--- config.mk ---
export PLATFORM = sky130hd
export DESIGN_NAME = timer_channel
export DESIGN_NICKNAME = d
export VERILOG_FILES = /design/src/rtl/tc_pkg.sv /design/src/rtl/tc_regs.sv /design/src/rtl/tc_capture.sv /design/src/rtl/tc_output.sv /design/src/rtl/timer_channel.sv
export SDC_FILE = /design/constraint.sdc
export NUM_CORES = 1
export LEC_CHECK = 0
export ABC_AREA = 1
export BUFFER_PORTS_ARGS = -buffer_cell sky130_fd_sc_hd__buf_2
export CELL_PAD_IN_SITES_DETAIL_PLACEMENT = 1
export CELL_PAD_IN_SITES_GLOBAL_PLACEMENT = 2
export CORE_MARGIN = 3
export CORE_UTILIZATION = 28
export CTS_BUF_LIST = sky130_fd_sc_hd__clkbuf_8
export CTS_CLUSTER_DIAMETER = 100
export DETAILED_ROUTE_END_ITERATION = 16
export GPL_ROUTABILITY_DRIVEN = 0
export PLACE_DENSITY_LB_ADDON = 0.1
export SLEW_MARGIN = 25
export SYNTH_ARGS = -nofsm -noshare
export SYNTH_HDL_FRONTEND = slang
export SYNTH_SLANG_ARGS = --single-unit
export TNS_END_PERCENT = 10
--- constraint.sdc ---
create_clock -name clk -period 1.9 [get_ports clk]
set_input_delay 0.285 -clock clk [delete_from_list [all_inputs] [get_ports clk]]
set_output_delay 0.285 -clock clk [all_outputs]
set_load 0.03 [all_outputs]
--- src/rtl/tc_pkg.sv ---
`timescale 1ns/1ps
package tc_pkg;
  typedef enum logic [1:0] {
    MS_CAPT  = 2'b00,
    MS_CMP   = 2'b01,
    MS_PWM   = 2'b10,
    MS_PULSE = 2'b11
  } ch_mode_e;

  // Level the pin rests at when the trigger gate holds it off.
  function automatic logic idle_level(input logic [3:0] f);
    return ((f[3:2] == MS_PWM) && f[0]) ||
           ((f[3:2] == MS_PULSE) && (f[1:0] == 2'b10));
  endfunction
endpackage

--- src/rtl/tc_regs.sv ---
`timescale 1ns/1ps
module tc_regs
  import tc_pkg::*;
#(
  parameter int CNT_W = 16
) (
  input  logic             clk,
  input  logic             rst,
  input  logic             ctrl_wr,
  input  logic [3:0]       ctrl_wdata,
  input  logic             val_wr,
  input  logic [CNT_W-1:0] val_wdata,
  input  logic             cap_stb,
  input  logic [CNT_W-1:0] cnt_val,
  input  logic [CNT_W-1:0] mod_val,
  output logic [3:0]       ctrl_act,
  output logic [CNT_W-1:0] val_q,
  output logic [CNT_W-1:0] cmp_act
);
  logic       pend_v;
  logic [3:0] pend_f;
  logic       period_end;

  assign period_end = (cnt_val == mod_val);

  always_ff @(posedge clk) begin
    if (rst) begin
      pend_v   <= 1'b0;
      pend_f   <= '0;
      ctrl_act <= '0;
      val_q    <= '0;
      cmp_act  <= '0;
    end else begin
      // mode field: staged one cycle, then made active; readback is the active copy
      pend_v <= ctrl_wr;
      if (ctrl_wr) pend_f <= ctrl_wdata;
      if (pend_v) ctrl_act <= pend_f;
      // channel value: software write has priority over a capture
      if (val_wr) val_q <= val_wdata;
      else if (cap_stb) val_q <= cnt_val;
      // compare copy: PWM only reloads at the period end
      if ((ctrl_act[3:2] != MS_PWM) || period_end) cmp_act <= val_q;
    end
  end
endmodule

--- src/rtl/tc_capture.sv ---
`timescale 1ns/1ps
module tc_capture #(
  parameter int SYNC_STAGES = 2
) (
  input  logic       clk,
  input  logic       rst,
  input  logic       pin_in,
  input  logic       pol_inv,
  input  logic       arm,
  input  logic [1:0] edge_sel,
  output logic       cap_stb
);
  logic [SYNC_STAGES-1:0] sync_q;
  logic                   prev_q;
  logic                   lvl;
  logic                   rise;
  logic                   fall;

  always_ff @(posedge clk) begin
    if (rst) begin
      sync_q <= '0;
      prev_q <= 1'b0;
    end else begin
      sync_q <= {sync_q[SYNC_STAGES-2:0], pin_in ^ pol_inv};
      prev_q <= sync_q[SYNC_STAGES-1];
    end
  end

  assign lvl     = sync_q[SYNC_STAGES-1];
  assign rise    = lvl & ~prev_q;
  assign fall    = ~lvl & prev_q;
  assign cap_stb = arm & ((edge_sel[0] & rise) | (edge_sel[1] & fall));
endmodule

--- src/rtl/tc_output.sv ---
`timescale 1ns/1ps
module tc_output
  import tc_pkg::*;
#(
  parameter int CNT_W = 16
) (
  input  logic             clk,
  input  logic             rst,
  input  logic [3:0]       ctrl,
  input  logic [CNT_W-1:0] cnt_val,
  input  logic [CNT_W-1:0] cmp_act,
  input  logic             gate_en,
  input  logic             trig_lvl,
  input  logic             pol_inv,
  output logic             match,
  output logic             pin_q
);
  ch_mode_e   ms;
  logic [1:0] el;
  logic       st_q;
  logic       st_next;
  logic       below;
  logic       out_lvl;

  assign ms    = ch_mode_e'(ctrl[3:2]);
  assign el    = ctrl[1:0];
  assign match = (cnt_val == cmp_act);
  assign below = (cnt_val < cmp_act);

  always_comb begin
    st_next = st_q;
    case (ms)
      MS_CAPT: st_next = 1'b0;
      MS_CMP: begin
        if (match) begin
          case (el)
            2'b01:   st_next = ~st_q;
            2'b10:   st_next = 1'b0;
            2'b11:   st_next = 1'b1;
            default: st_next = st_q;
          endcase
        end
      end
      MS_PWM: begin
        if (el == 2'b00) st_next = 1'b0;
        else if (el == 2'b10) st_next = below;
        else st_next = ~below;
      end
      MS_PULSE: begin
        if (el == 2'b01) st_next = match;
        else if (el == 2'b10) st_next = ~match;
        else st_next = 1'b0;
      end
      default: st_next = 1'b0;
    endcase
  end

  assign out_lvl = (gate_en && !trig_lvl) ? idle_level(ctrl) : st_next;

  always_ff @(posedge clk) begin
    if (rst) begin
      st_q  <= 1'b0;
      pin_q <= 1'b0;
    end else begin
      st_q  <= st_next;
      pin_q <= out_lvl ^ pol_inv;
    end
  end
endmodule

--- src/rtl/timer_channel.sv ---
`timescale 1ns/1ps
module timer_channel
  import tc_pkg::*;
#(
  parameter int CNT_W       = 16,
  parameter int CH_INDEX    = 0,
  parameter int SYNC_STAGES = 2
) (
  input  logic             clk,
  input  logic             rst,
  input  logic [CNT_W-1:0] cnt_val,
  input  logic [CNT_W-1:0] mod_val,
  input  logic             ctrl_wr,
  input  logic [3:0]       ctrl_wdata,
  output logic [3:0]       ctrl_rdata,
  input  logic             val_wr,
  input  logic [CNT_W-1:0] val_wdata,
  output logic [CNT_W-1:0] val_rdata,
  input  logic             pin_in,
  input  logic [1:0]       trig_in,
  input  logic             trig_gate_en,
  input  logic             pol_inv,
  input  logic             irq_en,
  input  logic             flag_clr,
  output logic             pin_out,
  output logic             flag,
  output logic             irq
);
  localparam bit ODD_CH = (CH_INDEX % 2) != 0;

  logic [3:0]       ctrl_act;
  logic [CNT_W-1:0] cmp_act;
  logic             cap_stb;
  logic             match;
  logic             trig_lvl;
  logic             set_evt;
  logic             flag_n;
  logic             flag_q;
  logic             irq_q;

  assign trig_lvl = ODD_CH ? trig_in[1] : trig_in[0];

  tc_regs #(.CNT_W(CNT_W)) u_regs (
    .clk(clk), .rst(rst),
    .ctrl_wr(ctrl_wr), .ctrl_wdata(ctrl_wdata),
    .val_wr(val_wr), .val_wdata(val_wdata),
    .cap_stb(cap_stb), .cnt_val(cnt_val), .mod_val(mod_val),
    .ctrl_act(ctrl_act), .val_q(val_rdata), .cmp_act(cmp_act)
  );

  tc_capture #(.SYNC_STAGES(SYNC_STAGES)) u_capture (
    .clk(clk), .rst(rst),
    .pin_in(pin_in), .pol_inv(pol_inv),
    .arm(ctrl_act[3:2] == MS_CAPT), .edge_sel(ctrl_act[1:0]),
    .cap_stb(cap_stb)
  );

  tc_output #(.CNT_W(CNT_W)) u_output (
    .clk(clk), .rst(rst),
    .ctrl(ctrl_act), .cnt_val(cnt_val), .cmp_act(cmp_act),
    .gate_en(trig_gate_en), .trig_lvl(trig_lvl), .pol_inv(pol_inv),
    .match(match), .pin_q(pin_out)
  );

  assign set_evt = ((ctrl_act[3:2] != MS_CAPT) && match) || cap_stb;
  assign flag_n  = set_evt | (flag_q & ~flag_clr);

  always_ff @(posedge clk) begin
    if (rst) begin
      flag_q <= 1'b0;
      irq_q  <= 1'b0;
    end else begin
      flag_q <= flag_n;
      irq_q  <= flag_n & irq_en;
    end
  end

  assign ctrl_rdata = ctrl_act;
  assign flag       = flag_q;
  assign irq        = irq_q;
endmodule

After elaboration in Yosys (flattened, before gate mapping)
Index checks and enable logic that the tools add are counted.
Word-level totals
  bits in registers: 48
  bits of input ports: 63
  output and inout bits: 23
  logic and storage cells: 60
Operators by class
  magnitude comparators: 1
  equality and inequality tests: 9
  mux-type cells: 10
  bitwise operators: 17
  reductions and logical operators: 12
Operator list (number)
  16-bit == test: 2
  16-bit 2-to-1 mux: 2
  16-bit < comparator: 1
  2-bit == test, second input constant: 4
  1-bit AND: 7
  1-bit 2-to-1 mux: 6
  1-bit inverter: 6
  2-bit by 1-bit == test with 1-bit output, second input constant: 2
  1-bit logical AND: 4
  2-bit logical NOT: 2
  1-bit case mux with 4 select lines: 1
  2-bit nonzero test: 2
  1-bit logical OR: 3
  1-bit case mux with 3 select lines: 1
  2-bit inequality test, second input constant: 1
  1-bit bitwise OR: 2
  1-bit XOR: 2
  1-bit logical NOT: 1

Depth between registers and ports, before layout
  depth after elaboration: 8
  mapped depth: 18

By module
Synthesis repeated with hierarchy kept, for this count alone.
Second synthesis, totals
  cells, all modules: 479
  area, all modules: 3066.7 µm²
Modules (own cells, without submodules)
  tc_regs: times used 1, cells an instance 348, area an instance 2219.6 µm²
  tc_output: times used 1, cells an instance 105, area an instance 650.6 µm²
  tc_capture: times used 1, cells an instance 16, area an instance 118.9 µm²
  timer_channel: times used 1, cells an instance 10, area an instance 77.6 µm²

Least setup slack after synthesis
No wires, ideal clock.
  kind: reg-to-reg
  start: register u_regs.cmp_act[15]
  end: register u_output.pin_q
  arrival: 1.570 ns
  data required time: 1.785 ns
  path slack: 0.215 ns
  cell stages (with the launch flop): 14
  buffers on the path: 0
  cells stage by stage: dfxtp_1 > inv_1 > ha_1 > nand2_2 > nor2_4 > nand4_4 > nor2_4 > nand2_1 > o21ai_2 > nand3_2 > nand3_2 > nand2_2 > a21oi_1 > nor2_1
Between the ends
  cells in the longest elaborated chain, start to end: 7
  elaborated cells on any way between the ends: 12
Ends and longest elaborated chain
  start, declared: line tc_regs.sv:18  | output logic [CNT_W-1:0] cmp_act
  start signal, assigned: line tc_regs.sv:42  | if ((ctrl_act[3:2] != MS_PWM) || period_end) cmp_act <= val_q;
  16-bit < comparator / 16-bit == test (equally long branches): line tc_output.sv:28, tc_output.sv:27
  1-bit inverter, on equally long branches: line tc_output.sv:47, tc_output.sv:51
  1-bit 2-to-1 mux, on equally long branches: line tc_output.sv:46, tc_output.sv:51
  1-bit 2-to-1 mux, on equally long branches: line tc_output.sv:45, tc_output.sv:50
  1-bit case mux with 4 select lines *: line tc_output.sv:32  | case (ms)
  1-bit 2-to-1 mux *: line tc_output.sv:58  | assign out_lvl = (gate_en && !trig_lvl) ? idle_level(ctrl) : st_next;
  1-bit XOR *: line tc_output.sv:66  | pin_q <= out_lvl ^ pol_inv;
  end signal, assigned: line tc_output.sv:66
  end, declared: line tc_output.sv:16  | output logic pin_q
Mark *: on every way between the ends. The rest lies on a longest branch, timed or not.
A chain may end at the register's enable or synchronous reset.

Final worst setup path
  start: register u_regs.cmp_act[7]
  end: register u_output.pin_q
The elaborated chain is that of the path after synthesis.

==> metrics.md <==
| Metric | Value |
|---|---|
| Status | finished clean |
| Worst-margin pin slew | 0.4888 ns |
| CP peak stage delay | roughly 0.32 ns |
| Adder-Cell Fraction of Synth Area | 7.937% |
| Clock skew | 0.006972 ns |
| Most common cell after layout, fill and taps aside | buf_2 |
| Main combinational cell family by area after synthesis | simple AND/OR/NAND/NOR gates |
| Max-Cap Viols | 0 |
| Final setup TNS | 0 ns |
| Hpwl dp | ~6.0 mm |
| Flop-to-flop setup slack | 0.11 ns |
| Clk sinks | 48 |
| Number of vias after detailed routing | 2,536 |
| Final Net Count | 511 |
| Gr ovfl total | 0 |
| PD cells | 677.2 mW/mm² |
| Critical Path AT | 2.03 ns |
| Final wirelength | 7.803 mm |
| Clk buf depth | 2 |
| Netlist Area Pre-Place | ~0.0025 mm² |
| Routed wire per std cell | approximately 15 µm |
| Peak VDD IR | 228.4 µV |
| CP startpoint kind | register |
| Initial Util | around 30% |
| Peak Freq | 558.7 MHz |
| RSZ-0062 raised after global routing | true |
| P&R area growth vs syn | 33.63% |
| Setup violators final | 0 |
| Post-synthesis simple-gate area fraction | approximately a quarter |
| Comb pwr share | a little under a quarter |
| CTS tree | done |
| Vias in the first global route | 2,630 |
| Critical path class | register to register |
| Final hold violations | 0 |
| Post-Syn Nets | 414 |
| Share of cells above drive strength 1 | 34.87% |
| Setup crit end | u_output.pin_q$_SDFF_PP0_ |
| Xor/xnor cell area share of the yosys netlist | ~5.2% |
| Worst endpoint required time | ~2.1 ns |
| Residual DRC | 0 |
| Worst path cell trace | inv_1 > ha_4 > nand2_2 > nor2_4 > nand4_4 > nor2_4 > nor2_2 > nor2_1 > nand2_1 > nand3_2 > nand2_2 > nand3_2 > nand2_1 > nor2_1 |
| Worst min-delay path category | input port to register |
| Clk network pwr share | between 20% and 30% |
| Core ar. | 0.008464 mm² |
| Critical path launch point | u_regs.cmp_act[7]$_SDFFE_PP0P_ |
| H-tree Lvls | 2 |
| Switching power of the nets | between 0.6 and 0.7 mW |
| R2R cell count | 14 |
| Antenna-violating nets left | 0 |
| Register bit total from synthesis | between 40 and 50 |
| CTS buffer count | 5 |
| Slowest CP cell | dfxtp_2 |
| Avg Cell Area, Syn | between 7 and 8 µm² |
| Clk root buf | clkbuf_8 |
| Final Max Slew Viols | 0 |
| Cells after Synth | approximately 340 |
| PortBufs | 84 |
| Mux cell area share after synthesis | 0% |
| Largest net degree at the start of global routing | 26 |
| Clock transition at path regs | ~0.090 ns |
| Antenna Diode Count | 0 |
| Register area share after synthesis | 38.10% |
| Area of the die | 0.01018 mm² |
| Warning count from the yosys run | 0 |
| Worst reg2reg startpoint | u_regs.cmp_act[7]$_SDFFE_PP0P_ |
| Synth cell types | 32 |
| Standard-cell rows | 33 |
| Most frequent cells in the layout | buf_2, nand2_1, dfxtp_1, inv_1, nor2_1 |
| Max-slew headroom | 67.34% |
| Die height | between 100 and 150 µm |
| Fillers | roughly 1,100 |
| Die outline width | just over 100 µm |
| Power consumption | around 2.3 mW |
| GRT Util Overall | ~16% |
| Min Tclk post-route | around 1.8 ns |
| Post-synthesis compound-gate area fraction | 16.72% |
| Ports | between 80 and 90 |
| R2R Path End | u_output.pin_q$_SDFF_PP0_ |
| Crit Path Max Fanout | 4 |
| Reg area | 964.7 µm² |
| Vias/cell | between 4 and 5 |
| P_leak | between 1 and 1.5 nW |
| Pint | roughly 1.6 mW |
| Pre-antenna DRT Iters | 4 |
| Initial antenna violation count | 0 |
| Multi-input logic area | between 0.001 and 0.0015 mm² |
| Switching share of power | between 30% and 40% |
| Clock Latency Late Sink | 0.29 ns |
| Fin crit share | a little over nine tenths |
| First-pass GRT wire length | between 10 and 15 mm |
| CP endpoint kind | register |
| Seq pwr share | between 40% and 50% |
| Initial DRC count | 29 |
==> power groups by stage <==
stage                     Clock, mW  Combinational [mW]  Sequential (mW)
after floorplan                   0               0.258             1.17
after global placement            0               0.503             1.12
after detailed placement          0               0.512             1.12
after CTS                     0.668               0.514             1.10
after global routing          0.703               0.622             1.11
final                         0.635               0.547             1.10
==> through the flow <==
stage	hold slack [ns]	cells	instance area, µm²	worst slack [ns]	utilization (%)
after floorplan	0.3544	335	2522	0.2149	-
after global placement	0.3919	529	3149	0.02118	37.21
after detailed placement	0.4056	529	3149	-0.006615	37.21
after CTS	0.2029	537	3243	0.05477	38.31
after global routing	0.2097	538	3371	-0.04180	39.82
final	0.2112	538	3371	0.1101	39.82
==> critical path, delay by kind of cell, from the launching register on <==
family	cells	cell delay (ns)
buf+inv	1	0.06
fa+ha+maj	1	0.28
simple gates	12	1.05
flops	1	0.32
==> cells by family (layout without fill, tap and decap cells) <==
group	after synthesis	count (layout)
compound gates	77	77
simple gates	125	125
flops	48	48
buf+inv	54	152
xor+xnor	15	15
fa+ha+maj	16	16
==> final cells by class <==
cell class	count	area share (%)
tap	105	3.898
sequential	48	28.62
clock buffer	6	2.450
timing repair buffer	102	16.48
inverter	42	4.677
clock inverter	2	0.3341
multi-input combinational	233	43.54
==> state kept, by name (all words and copies together), names as in the netlist <==
| register | cells |
|---|---|
| u_capture.sync_q | 2 |
| u_regs.pend_v | 1 |
| flag | 1 |
| u_capture.prev_q | 1 |
| u_regs.cmp_act | 16 |
| u_output.st_q | 1 |
| u_regs.ctrl_act | 4 |
| u_output.pin_q | 1 |
| u_regs.val_q | 16 |
| u_regs.pend_f | 4 |
| irq | 1 |
==> how the worst min path moves through the flow <==
stage / start / to / slack, ns / cells after the start
after floorplan: rst / u_regs.val_q[4]$_SDFFE_PP0P_ / 0.35 / 1
after global placement: u_capture.sync_q[0]$_SDFF_PP0_ / u_capture.sync_q[1]$_SDFF_PP0_ / 0.39 / 2
after detailed placement: u_capture.sync_q[0]$_SDFF_PP0_ / u_capture.sync_q[1]$_SDFF_PP0_ / 0.41 / 2
after CTS: ctrl_wdata[3] / u_regs.pend_f[3]$_SDFFE_PP0P_ / 0.20 / 3
after global routing: ctrl_wdata[3] / u_regs.pend_f[3]$_SDFFE_PP0P_ / 0.21 / 3
final: ctrl_wdata[3] / u_regs.pend_f[3]$_SDFFE_PP0P_ / 0.21 / 3
==> cell usage after synthesis <==
cell type	instances	area [µm²]
clkinv_1	1	3.750
nor3_1	2	10.01
a31oi_1	16	100.1
nand4_1	2	12.51
o31ai_1	1	7.510
ha_1	16	200.2
nand3_1	21	105.1
clkbuf_1	7	26.28
buf_4	1	7.510
a21o_1	1	7.510
nor2_2	2	12.51
nand3_2	3	30.03
o21ai_0	10	50.05
nor2_4	2	22.52
buf_2	3	15.01
a21oi_1	28	140.1
buf_1	1	3.750
o22ai_1	1	6.260
inv_1	32	120.1
xnor2_1	13	113.9
nand4_4	2	42.54
nand2_1	56	210.2
o21ai_2	1	8.760
o21ai_1	17	85.08
dfxtp_1	48	960.9
a211oi_1	1	7.510
nand2_2	4	25.02
nor2_1	28	105.1
a21oi_2	1	8.760
nor3b_1	3	22.52
xor2_1	2	17.52
inv_2	9	33.78
==> per-layer routing <==
| metal | vias to the layer above | wire [µm] | GRT usage [%] |
|---|---|---|---|
| met3 | 4 | 334 | 2.630 |
| li1 | 1304 | - | - |
| met1 | 1171 | 3769 | 20.59 |
| met4 | 0 | 46 | 3.067 |
| met2 | 57 | 3652 | 26.78 |
| met5 | - | 0 | 0 |
==> what timing repair did <==
action                     4_1_cts  5_1_grt
buffers inserted                 0        1
resized for setup                0       20
setup endpoints to repair        0        8
hold buffers                     0        0
No activity file was read; power rests on OpenSTA's default activity.
